$ cat src/rtl/stk_pkg.sv
package stk_pkg;

  localparam int OP_W = 4;

  localparam logic [OP_W-1:0] OP_LOAD  = 4'd0;
  localparam logic [OP_W-1:0] OP_STORE = 4'd1;
  localparam logic [OP_W-1:0] OP_ADD   = 4'd2;
  localparam logic [OP_W-1:0] OP_SUB   = 4'd3;
  localparam logic [OP_W-1:0] OP_MUL   = 4'd4;
  localparam logic [OP_W-1:0] OP_HALT  = 4'd15;

  typedef enum logic [2:0] {
    S_FETCH,
    S_DECODE,
    S_MEM,
    S_EXEC,
    S_HALT
  } state_e;

  typedef enum logic [1:0] {
    ALU_ADD,
    ALU_SUB,
    ALU_MUL
  } alu_e;

  // strobes from control to datapath
  typedef struct packed {
    logic fetch;      // drive PC on the bus, advance PC
    logic latchIr;    // capture returned instruction word
    logic dataWrite;  // write top of stack to memory
    logic pushMem;    // push returned memory word
    logic popOne;     // drop top of stack
    logic binop;      // combine two upper words into one
    alu_e aluSel;
  } ctrl_t;

endpackage

$ cat src/rtl/stk_datapath.sv
module stk_datapath
  import stk_pkg::*;
#(
  parameter int DATA_W = 16,
  parameter int DEPTH  = 8
) (
  input  logic                 clk,
  input  logic                 rst_n,
  input  ctrl_t                ctl,
  input  logic [DATA_W-1:0]    memRdata,
  output logic [DATA_W-OP_W-1:0] memAddr,
  output logic [DATA_W-1:0]    memWdata,
  output logic [OP_W-1:0]      irOp,
  output logic                 spFull,
  output logic                 spEmpty,
  output logic                 spLow
);

  localparam int ADDR_W = DATA_W - OP_W;
  localparam int SP_W   = $clog2(DEPTH + 1);
  localparam int IDX_W  = (DEPTH > 1) ? $clog2(DEPTH) : 1;

  logic [ADDR_W-1:0] pc;
  logic [DATA_W-1:0] ir;
  logic [DATA_W-1:0] stk [DEPTH];
  logic [SP_W-1:0]   sp;

  logic [IDX_W-1:0]  tosIdx, nosIdx, pushIdx;
  logic [DATA_W-1:0] tos, nos, aluOut;

  assign pushIdx = IDX_W'(sp);
  assign tosIdx  = IDX_W'(sp - SP_W'(1));
  assign nosIdx  = IDX_W'(sp - SP_W'(2));
  assign tos     = stk[tosIdx];
  assign nos     = stk[nosIdx];

  assign spFull  = (sp == SP_W'(DEPTH));
  assign spEmpty = (sp == '0);
  assign spLow   = (sp < SP_W'(2));

  assign irOp     = ir[DATA_W-1 -: OP_W];
  assign memAddr  = ctl.fetch ? pc : ir[ADDR_W-1:0];
  assign memWdata = tos;

  always_comb begin
    unique case (ctl.aluSel)
      ALU_SUB: aluOut = nos - tos;
      ALU_MUL: aluOut = DATA_W'(nos * tos);
      default: aluOut = nos + tos;
    endcase
  end

  always_ff @(posedge clk or negedge rst_n) begin
    if (!rst_n) begin
      pc <= '0;
      ir <= '0;
      sp <= '0;
    end else begin
      if (ctl.fetch)   pc <= pc + ADDR_W'(1);
      if (ctl.latchIr) ir <= memRdata;
      if (ctl.pushMem)
        sp <= sp + SP_W'(1);
      else if (ctl.popOne || ctl.binop)
        sp <= sp - SP_W'(1);
    end
  end

  always_ff @(posedge clk) begin
    if (ctl.pushMem)
      stk[pushIdx] <= memRdata;
    else if (ctl.binop)
      stk[nosIdx] <= aluOut;
  end

  a_r7_sp_bound: assert property (@(posedge clk) disable iff (!rst_n)
    sp <= SP_W'(DEPTH));

  a_r7_push_room: assert property (@(posedge clk) disable iff (!rst_n)
    ctl.pushMem |-> !spFull);

  a_r8_store_nonempty: assert property (@(posedge clk) disable iff (!rst_n)
    ctl.popOne |-> !spEmpty);

  a_r9_binop_operands: assert property (@(posedge clk) disable iff (!rst_n)
    ctl.binop |-> !spLow);

  a_r9_binop_shrinks: assert property (@(posedge clk) disable iff (!rst_n)
    ctl.binop |=> (sp == $past(sp) - SP_W'(1)));

endmodule

$ cat src/rtl/stk_ctrl.sv
module stk_ctrl
  import stk_pkg::*;
(
  input  logic            clk,
  input  logic            rst_n,
  input  logic [OP_W-1:0] memOp,
  input  logic [OP_W-1:0] irOp,
  input  logic            spFull,
  input  logic            spEmpty,
  input  logic            spLow,
  output ctrl_t           ctl,
  output logic            halted,
  output logic            fault
);

  state_e state, stateNext;
  logic   faultSet;

  always_comb begin
    ctl       = '0;
    stateNext = state;
    faultSet  = 1'b0;
    unique case (state)
      S_FETCH: begin
        ctl.fetch = 1'b1;
        stateNext = S_DECODE;
      end
      S_DECODE: begin
        ctl.latchIr = 1'b1;
        unique case (memOp)
          OP_LOAD: begin
            faultSet  = spFull;
            stateNext = spFull ? S_HALT : S_MEM;
          end
          OP_STORE: begin
            faultSet  = spEmpty;
            stateNext = spEmpty ? S_HALT : S_MEM;
          end
          OP_ADD, OP_SUB, OP_MUL: begin
            faultSet  = spLow;
            stateNext = spLow ? S_HALT : S_EXEC;
          end
          OP_HALT: stateNext = S_HALT;
          default: begin
            faultSet  = 1'b1;
            stateNext = S_HALT;
          end
        endcase
      end
      S_MEM: begin
        if (irOp == OP_STORE) begin
          ctl.dataWrite = 1'b1;
          ctl.popOne    = 1'b1;
          stateNext     = S_FETCH;
        end else begin
          stateNext = S_EXEC;
        end
      end
      S_EXEC: begin
        if (irOp == OP_LOAD) begin
          ctl.pushMem = 1'b1;
        end else begin
          ctl.binop  = 1'b1;
          ctl.aluSel = (irOp == OP_SUB) ? ALU_SUB :
                       (irOp == OP_MUL) ? ALU_MUL : ALU_ADD;
        end
        stateNext = S_FETCH;
      end
      default: stateNext = S_HALT;
    endcase
  end

  always_ff @(posedge clk or negedge rst_n) begin
    if (!rst_n) begin
      state <= S_FETCH;
      fault <= 1'b0;
    end else begin
      state <= stateNext;
      fault <= fault | faultSet;
    end
  end

  assign halted = (state == S_HALT);

  a_r10_halt_sticky: assert property (@(posedge clk) disable iff (!rst_n)
    halted |=> halted);

  a_r10_no_write_halted: assert property (@(posedge clk) disable iff (!rst_n)
    halted |-> !ctl.dataWrite);

  a_r7_fault_halts: assert property (@(posedge clk) disable iff (!rst_n)
    fault |-> halted);

  a_r12_exec_after_step: assert property (@(posedge clk) disable iff (!rst_n)
    (ctl.pushMem || ctl.binop) |=> (state == S_FETCH));

  a_r3_write_single: assert property (@(posedge clk) disable iff (!rst_n)
    ctl.dataWrite |=> !ctl.dataWrite);

endmodule

$ cat src/rtl/stk_core.sv
module stk_core
  import stk_pkg::*;
#(
  parameter int DATA_W = 16,
  parameter int DEPTH  = 8
) (
  input  logic                     clk,
  input  logic                     rst_n,
  output logic [DATA_W-OP_W-1:0]   memAddr,
  output logic                     memWe,
  output logic [DATA_W-1:0]        memWdata,
  input  logic [DATA_W-1:0]        memRdata,
  output logic                     halted,
  output logic                     fault
);

  ctrl_t           ctl;
  logic [OP_W-1:0] irOp;
  logic            spFull, spEmpty, spLow;

  stk_ctrl u_ctrl (
    .clk     (clk),
    .rst_n   (rst_n),
    .memOp   (memRdata[DATA_W-1 -: OP_W]),
    .irOp    (irOp),
    .spFull  (spFull),
    .spEmpty (spEmpty),
    .spLow   (spLow),
    .ctl     (ctl),
    .halted  (halted),
    .fault   (fault)
  );

  stk_datapath #(
    .DATA_W (DATA_W),
    .DEPTH  (DEPTH)
  ) u_dp (
    .clk      (clk),
    .rst_n    (rst_n),
    .ctl      (ctl),
    .memRdata (memRdata),
    .memAddr  (memAddr),
    .memWdata (memWdata),
    .irOp     (irOp),
    .spFull   (spFull),
    .spEmpty  (spEmpty),
    .spLow    (spLow)
  );

  assign memWe = ctl.dataWrite;

endmodule

$ cat config.mk
export PLATFORM = sky130hd
export DESIGN_NAME = stk_core
export DESIGN_NICKNAME = d
export VERILOG_FILES = /design/src/rtl/stk_pkg.sv /design/src/rtl/stk_datapath.sv /design/src/rtl/stk_ctrl.sv /design/src/rtl/stk_core.sv
export SDC_FILE = /design/constraint.sdc
export NUM_CORES = 1
export LEC_CHECK = 0
export BUFFER_PORTS_ARGS = -buffer_cell sky130_fd_sc_hd__buf_2
export CAP_MARGIN = 25
export CORE_MARGIN = 2
export CORE_UTILIZATION = 59
export CTS_BUF_LIST = sky130_fd_sc_hd__clkbuf_2
export CTS_CLUSTER_DIAMETER = 80
export DETAILED_ROUTE_END_ITERATION = 12
export GPL_TIMING_DRIVEN = 0
export PLACE_DENSITY = 0.8
export SYNTH_ARGS = -nofsm -noshare
export SYNTH_HDL_FRONTEND = slang
export SYNTH_HIERARCHICAL = 1
export SYNTH_SLANG_ARGS = --single-unit
export TNS_END_PERCENT = 30
$ cat constraint.sdc
create_clock -name clk -period 7.7 [get_ports clk]
set_clock_uncertainty 0.2 [all_clocks]
set_input_delay 0.385 -clock clk [delete_from_list [all_inputs] [get_ports clk]]
set_output_delay 0.385 -clock clk [all_outputs]
set_load 0.1 [all_outputs]
=== Word level (Yosys, flattened, before mapping) ===
Memory sizes are Yosys's and may differ from the RTL's.
Index checks and enable logic that the tools add are counted.

* $add $sub $neg: 6
* $mul: 1
* $lt $le $gt $ge: 1
* Eq/ne operators: 15
* Mux-type cells: 30
* Bitwise logic cells: 1
* Reductions and logical operators: 8

{| class="wikitable"
|+ Operator list
! operator !! number
|-
| $pmux 16 s2 || 1
|-
| $mux 3 || 6
|-
| $add 16x16->16 || 1
|-
| $mul 16x16->16 || 1
|-
| $mux 16 || 1
|-
| $reduce_or 16->1 || 1
|-
| $sub 16x16->16 || 1
|-
| $mux 1 || 13
|-
| $add 12x1->12 const B || 1
|-
| $eq 4x2->1 const B || 3
|-
| $logic_not 4->1 || 3
|-
| $mux 12 || 1
|-
| $pmux 3 s4 || 1
|-
| $pmux 3 s3 || 1
|-
| $eq 4x1->1 const B || 2
|-
| $eq 4x3->1 const B || 2
|-
| $eq 4x4->1 const B || 2
|-
| $mux 4 || 2
|-
| $eq 3x2->1 const B || 2
|-
| $mux 2 || 3
|-
| $add 4x1->4 const B || 1
|-
| $lt 4x2->1 const B || 1
|-
| $pmux 1 s4 || 1
|-
| $sub 4x1->4 const B || 1
|-
| 10 further kinds || 10
|}

* Register bits after elaboration: 36
* RAM bits: 128
* Bits of input ports: 18
* Output and inout port bits: 31
* Word-level logic and storage cells: 68
* Memories: 1

{| class="wikitable"
|+ Memories
! name !! depth !! bits a word !! read ports !! clocked after memory_dff !! wr ports !! line !! source
|-
| u_dp.stk || 8 || 16 || 2 || 0 || 1 || stk_datapath.sv:25 || <nowiki>logic [DATA_W-1:0] stk [DEPTH];</nowiki>
|}

=== Depth between registers and ports, before layout ===
* Depth in word-level cells: 10
* Depth in mapped cells: 33
* Mapped depth without buffers: 26

=== By module ===
The synthesis kept the hierarchy.

{| class="wikitable"
|+ Modules (own cells, without submodules)
! module !! instances !! cells an instance !! area each (µm²) !! sequential area each (µm²)
|-
| stk_datapath || 1 || 1069 || 12700.9 || 4644.5
|-
| stk_ctrl || 1 || 45 || 361.6 || 100.1
|}

=== Worst setup path after synthesis ===
Ideal clock, no wire load.

* Path type: reg-to-reg
* Start: register u_dp.sp[1]
* End: memory u_dp.stk[0][15] (data pin)
* Library setup time: 216 ps
* Arrival time: 8508 ps
* Data required time: 7284 ps
* Slack: -1224 ps
* Stages on the path, launching flop included: 33
* Path buffers: 7
* Period minus slack after synthesis: 8924 ps
* Cell sequence: dfrtp_1 buf_4 buf_6 buf_2 buf_2 inv_1 ha_1 buf_6 buf_12 mux4_2 mux2i_1 clkbuf_1 inv_1 and2_1 fa_1 inv_1 fa_1 inv_1 fa_1 fa_1 inv_1 fa_1 fa_1 xor2_1 xnor2_1 xnor2_1 xnor2_1 xnor2_1 xnor3_1 xnor2_1 xnor2_1 a22oi_1 o21ai_1

* Word-level cells in the longest chain between the ends: 5
* Elaborated cells on any way between the ends: 8
* Classes of those cells: 4 x add/sub; 1 x mul; 2 x mux; 1 x memory

{| class="wikitable"
|+ RTL lines
! what !! line !! source
|-
| from (decl) || stk_datapath.sv:26 || <nowiki>logic [SP_W-1:0] sp;</nowiki>
|-
| from (signal assigned) || stk_datapath.sv:62 || <nowiki>sp <= sp + SP_W'(1);</nowiki>
|-
| from (signal assigned) || stk_datapath.sv:64 || <nowiki>sp <= sp - SP_W'(1);</nowiki>
|-
| $sub 4x1->4 * || -- ||
|-
| $mem_v2 8x16 * || -- ||
|-
| named net memWdata[2] || stk_core.sv:11 || <nowiki>output logic [DATA_W-1:0] memWdata,</nowiki>
|-
| $mul 16x16->16 (tied with other cells) || stk_datapath.sv:48 || <nowiki>ALU_MUL: aluOut = DATA_W'(nos * tos);</nowiki>
|-
| $pmux 16 s2 * || stk_datapath.sv:46 || <nowiki>unique case (ctl.aluSel)</nowiki>
|-
| $mux 16 (no source line) * || -- ||
|-
| to (decl) || stk_datapath.sv:25 ||
|}

Mark *: on every way through the listed nets, which the timed path passes. The rest lies on a longest branch.

=== Final worst setup path ===
* Start: register u_dp.sp[0]
* End: memory u_dp.stk[4][15] (data pin)

* Word-level cells in the longest chain between the ends: 5
* Elaborated cells on any way between the ends: 8
* Classes of those cells: 4 x add/sub; 1 x mul; 2 x mux; 1 x memory

{| class="wikitable"
|+ RTL lines
! what !! line
|-
| $sub 4x1->4 / $sub 3x2->3 (equally long branches) || --
|-
| $mem_v2 8x16 * || --
|-
| $mul 16x16->16 (tied with other cells) || stk_datapath.sv:48
|-
| $pmux 16 s2 * || stk_datapath.sv:46
|-
| $mux 16 (no source line) * || --
|}

Mark *: on every way between the ends. The rest lies on a longest branch, timed or not.

==> results.md <==
* Status: finished with violations
* Failing checks: setup timing
* Critical path data arrival time at 8.38 ns
* Die Width at 153 um
* Largest net degree at the start of global routing at 22
* Drt pass-1 iters at 9
* Critical Path RT at 8.08 ns
* Maximum clock frequency at 0.125 GHz
* DR WL/cell at 23.6 um
* R2R setup slack at -0.30 ns
* DR vias at 9974
* Synth cell types at 69
* Internal at 1.08 mW
* Type of origin of the critical path: register
* Max-slew violation count at 0
* GR Overflow Total at 0
* VDD IR max at 0.190 mV
* Actual slew at the worst max-slew pin at 1.14 ns
* CTS tree: done
* Post-route DRC violation count at 0
* H-tree depth at 4
* Gpl congestion at 0.947
* NetSw at 0.385 mW
* Worst r2r dst: u_dp/stk[4][15]
* Setup TNS at -3.44 ns
* PortBufs at 48
* Die area at 23300 um^2
* Worst-path clk slew at 0.30 ns
* Most used DFF post-synth: edfxtp_1
* First-pass GRT wire length at 55800 um
* Core Footprint at 21800 um^2
* CTS buffer count at 17
* Number of synthesized flops with an enable pin at 128
* Hold Crit Class: input pin to register
* Max transition margin at 23.0%
* Min Tclk post-route at 8.00 ns
* Clk_lat worst skew at 0.81 ns
* Worst Setup SP: u_dp/sp[0]
* CP endpoint kind: register
* Worst setup path endpoint: u_dp/stk[4][15]
* Leakage at 6.49 nW
* Ys Warns at 6
* Die height at 153 um
* Setup-failing EPs final at 16
* Vias in the first global route at 10100
* Reg-to-Reg Start: u_dp/sp[0]
* Gate Count Post-Synth at 1114
* Total Routed Length at 37200 um
* CTS Buffer Depth at 2
* Clock root buffer: clkbuf_2
* Cell total after placement at 1452
* Overall power at 1.47 mW
* Worst Reg-to-Reg Cells at 30
* Power share of the clock group at 31.7%
* Boundary Pins at 49
* # nets final at 1454
* CP max stage delay at 0.55 ns
* DRT iter0 DRCs at 1480
* Placed wire-length estimate at 25400 um
* Sequential fraction of the synthesis area at 36.3%
* Syn Area/Cell at 11.7 um^2
* Mapped Nets at 1285
* Final Hold Fails at 0
* Area Overhead vs Synth at 18.4%
* Cell Pwr Density at 94.8 nW/um^2
* GRT Overall Usage at 31.7%
* Sw Ratio at 26.3%
* Post-synthesis register bit count at 164
* Flop pwr share at 65.2%
* FP Rows at 54
* CP Max Fanout at 8
* Post-DR vias/cell at 6.32
* CP max stage cell: mux4_2
* Max cap viols at 0
* CP Class: register to register
* Comb pwr share at 3.1%
* Worst hold margin at 0.149 ns
* Clk sinks at 164
* Routed Antenna Nets at 0
* Asr flop ratio synth at 22.0%
* Antenna violations before repair at 1
* Period utilization at 104%
* RSZ-0062 raised after global routing: true
* Final worst slack at -0.302 ns
* Area of the mapped netlist at 13100 um^2
* Share of layout cells above drive strength 1 at 29.8%
* Starting density of the core at 60.0%
* Fin cells at 1577
synthesized netlist by cell type (all sizes together), types with 2 or more instances:
| library cell | n | area share, % |
|---|---|---|
| o31a | 2 | 0.13 |
| mux2i | 25 | 2.4 |
| ha | 72 | 6.9 |
| nor4 | 2 | 0.096 |
| mux4 | 64 | 11 |
| xnor3 | 2 | 0.34 |
| dfrtp | 36 | 6.9 |
| o2111ai | 2 | 0.13 |
| o21bai | 5 | 0.29 |
| a21boi | 3 | 0.17 |
| nand2b | 9 | 0.43 |
| or4 | 2 | 0.14 |
| a21oi | 21 | 0.80 |
| and3 | 8 | 0.38 |
| or3 | 4 | 0.23 |
| inv | 143 | 4.1 |
| o31ai | 5 | 0.29 |
| clkinv | 2 | 0.057 |
| o21ai | 38 | 1.5 |
| a31oi | 8 | 0.38 |
| clkbuf | 17 | 0.49 |
| nor2 | 115 | 3.3 |
| o211ai | 2 | 0.11 |
| nor3b | 2 | 0.11 |
| nand4 | 3 | 0.14 |
| nand3 | 13 | 0.50 |
| a2111o | 2 | 0.17 |
| o41ai | 3 | 0.20 |
| o21a | 3 | 0.17 |
| xnor2 | 53 | 3.6 |
| a2111oi | 3 | 0.20 |
| fa | 81 | 12 |
| mux2 | 38 | 3.3 |
| xor2 | 18 | 1.4 |
| a21o | 2 | 0.11 |
| nor3 | 18 | 0.69 |
| nor2b | 14 | 0.67 |
| buf | 30 | 2.0 |
| and2 | 7 | 0.34 |
| edfxtp | 128 | 29 |
| nand2 | 95 | 2.8 |
worst min path at each step:
stage / cells after the start / to / startpoint
floorplan: 0 / u_ctrl/fault / rst_n
global placement: 1 / u_ctrl/fault / u_ctrl/fault
detailed placement: 1 / u_ctrl/fault / u_ctrl/fault
CTS: 3 / u_dp/ir[10] / memRdata[10]
global route: 3 / u_dp/ir[9] / memRdata[9]
finish: 3 / u_dp/ir[8] / memRdata[8]
worst max-delay path, delay by kind of cell, from the launching register on:
family / cells / cell delay, ns
flops: 1 / 0.44
mux: 2 / 0.85
fa+ha+maj: 7 / 3.16
simple gates: 1 / 0.18
compound gates: 2 / 0.45
buf+inv: 10 / 1.02
xor+xnor: 8 / 1.54
what timing repair did:
item                                   in CTS  in global routing
gates cloned                                1                  0
hold buffers                               19                  0
pin swaps                                  34                 31
gates resized for setup                    72                 49
setup endpoints to repair                  80                 48
endpoints found under the hold margin     111                  0
setup buffers                              52                 21
layout make-up:
type	instances	area, um^2
antenna	1	2.50
buffer	42	400
inverter	145	573
clock inverter	15	163
clock buffer	17	85.1
fill	1396	6280
sequential	164	4750
timing repair buffer	155	1280
tap	280	350
multi-input combinational	758	7880
sequential cells by signal, indices dropped and copies added (netlist names):
name,count
u_ctrl/fault,1
u_ctrl/state,3
u_dp/ir,16
u_dp/pc,12
u_dp/sp,4
u_dp/stk,128
cells in the final DEF, fill, tap and decap left out, drive strengths merged, types with 37 or more instances in the layout:
cell and count:
buf 158, clkbuf 37, edfxtp 128, fa 81
ha 72, inv 147, mux2 38, mux4 64
nand2 95, nor2 115, o21ai 38, xnor2 53
stage by stage:
step	setup slack, ns	utilization [%]	instance area [um^2]
after floorplan	-0.453	-	13200
after global placement	-2.28	63.3	13800
after detailed placement	-1.80	64.0	13900
after CTS	-0.152	69.6	15200
after global routing	-0.526	71.1	15500
final	-0.302	71.1	15500
layer usage:
layer | global-route usage, % | share of wire [%] | vias up
met1 | 40.3 | 35 | 4951
met3 | 6.14 | 10 | 159
met2 | 53.5 | 50 | 637
li1 | - | - | 4227
met4 | 13.9 | 4.5 | 0
met5 | 0 | 0 | -
power by group through the flow:
stage,combinational (mW),clock (mW),sequential [mW]
after floorplan,0.0103,0,0.974
after global placement,0.0292,0,0.974
after detailed placement,0.0307,0,0.974
after CTS,0.0417,0.467,0.956
after global routing,0.0488,0.504,0.956
final,0.0455,0.466,0.955
logic make-up after synthesis:
| logic type | count (synthesis) | synth area share [%] |
|---|---|---|
| AND/OR/NAND/NOR | 296 | 10.2 |
| buffers and inverters | 192 | 6.68 |
| flip-flops | 164 | 36.3 |
| adder cells (fa/ha/maj) | 153 | 19.3 |
| multiplexers | 127 | 16.9 |
| AO/OA/AOI/OAI | 109 | 5.34 |
| XOR/XNOR | 73 | 5.25 |
(Power assumes the default switching activity.)
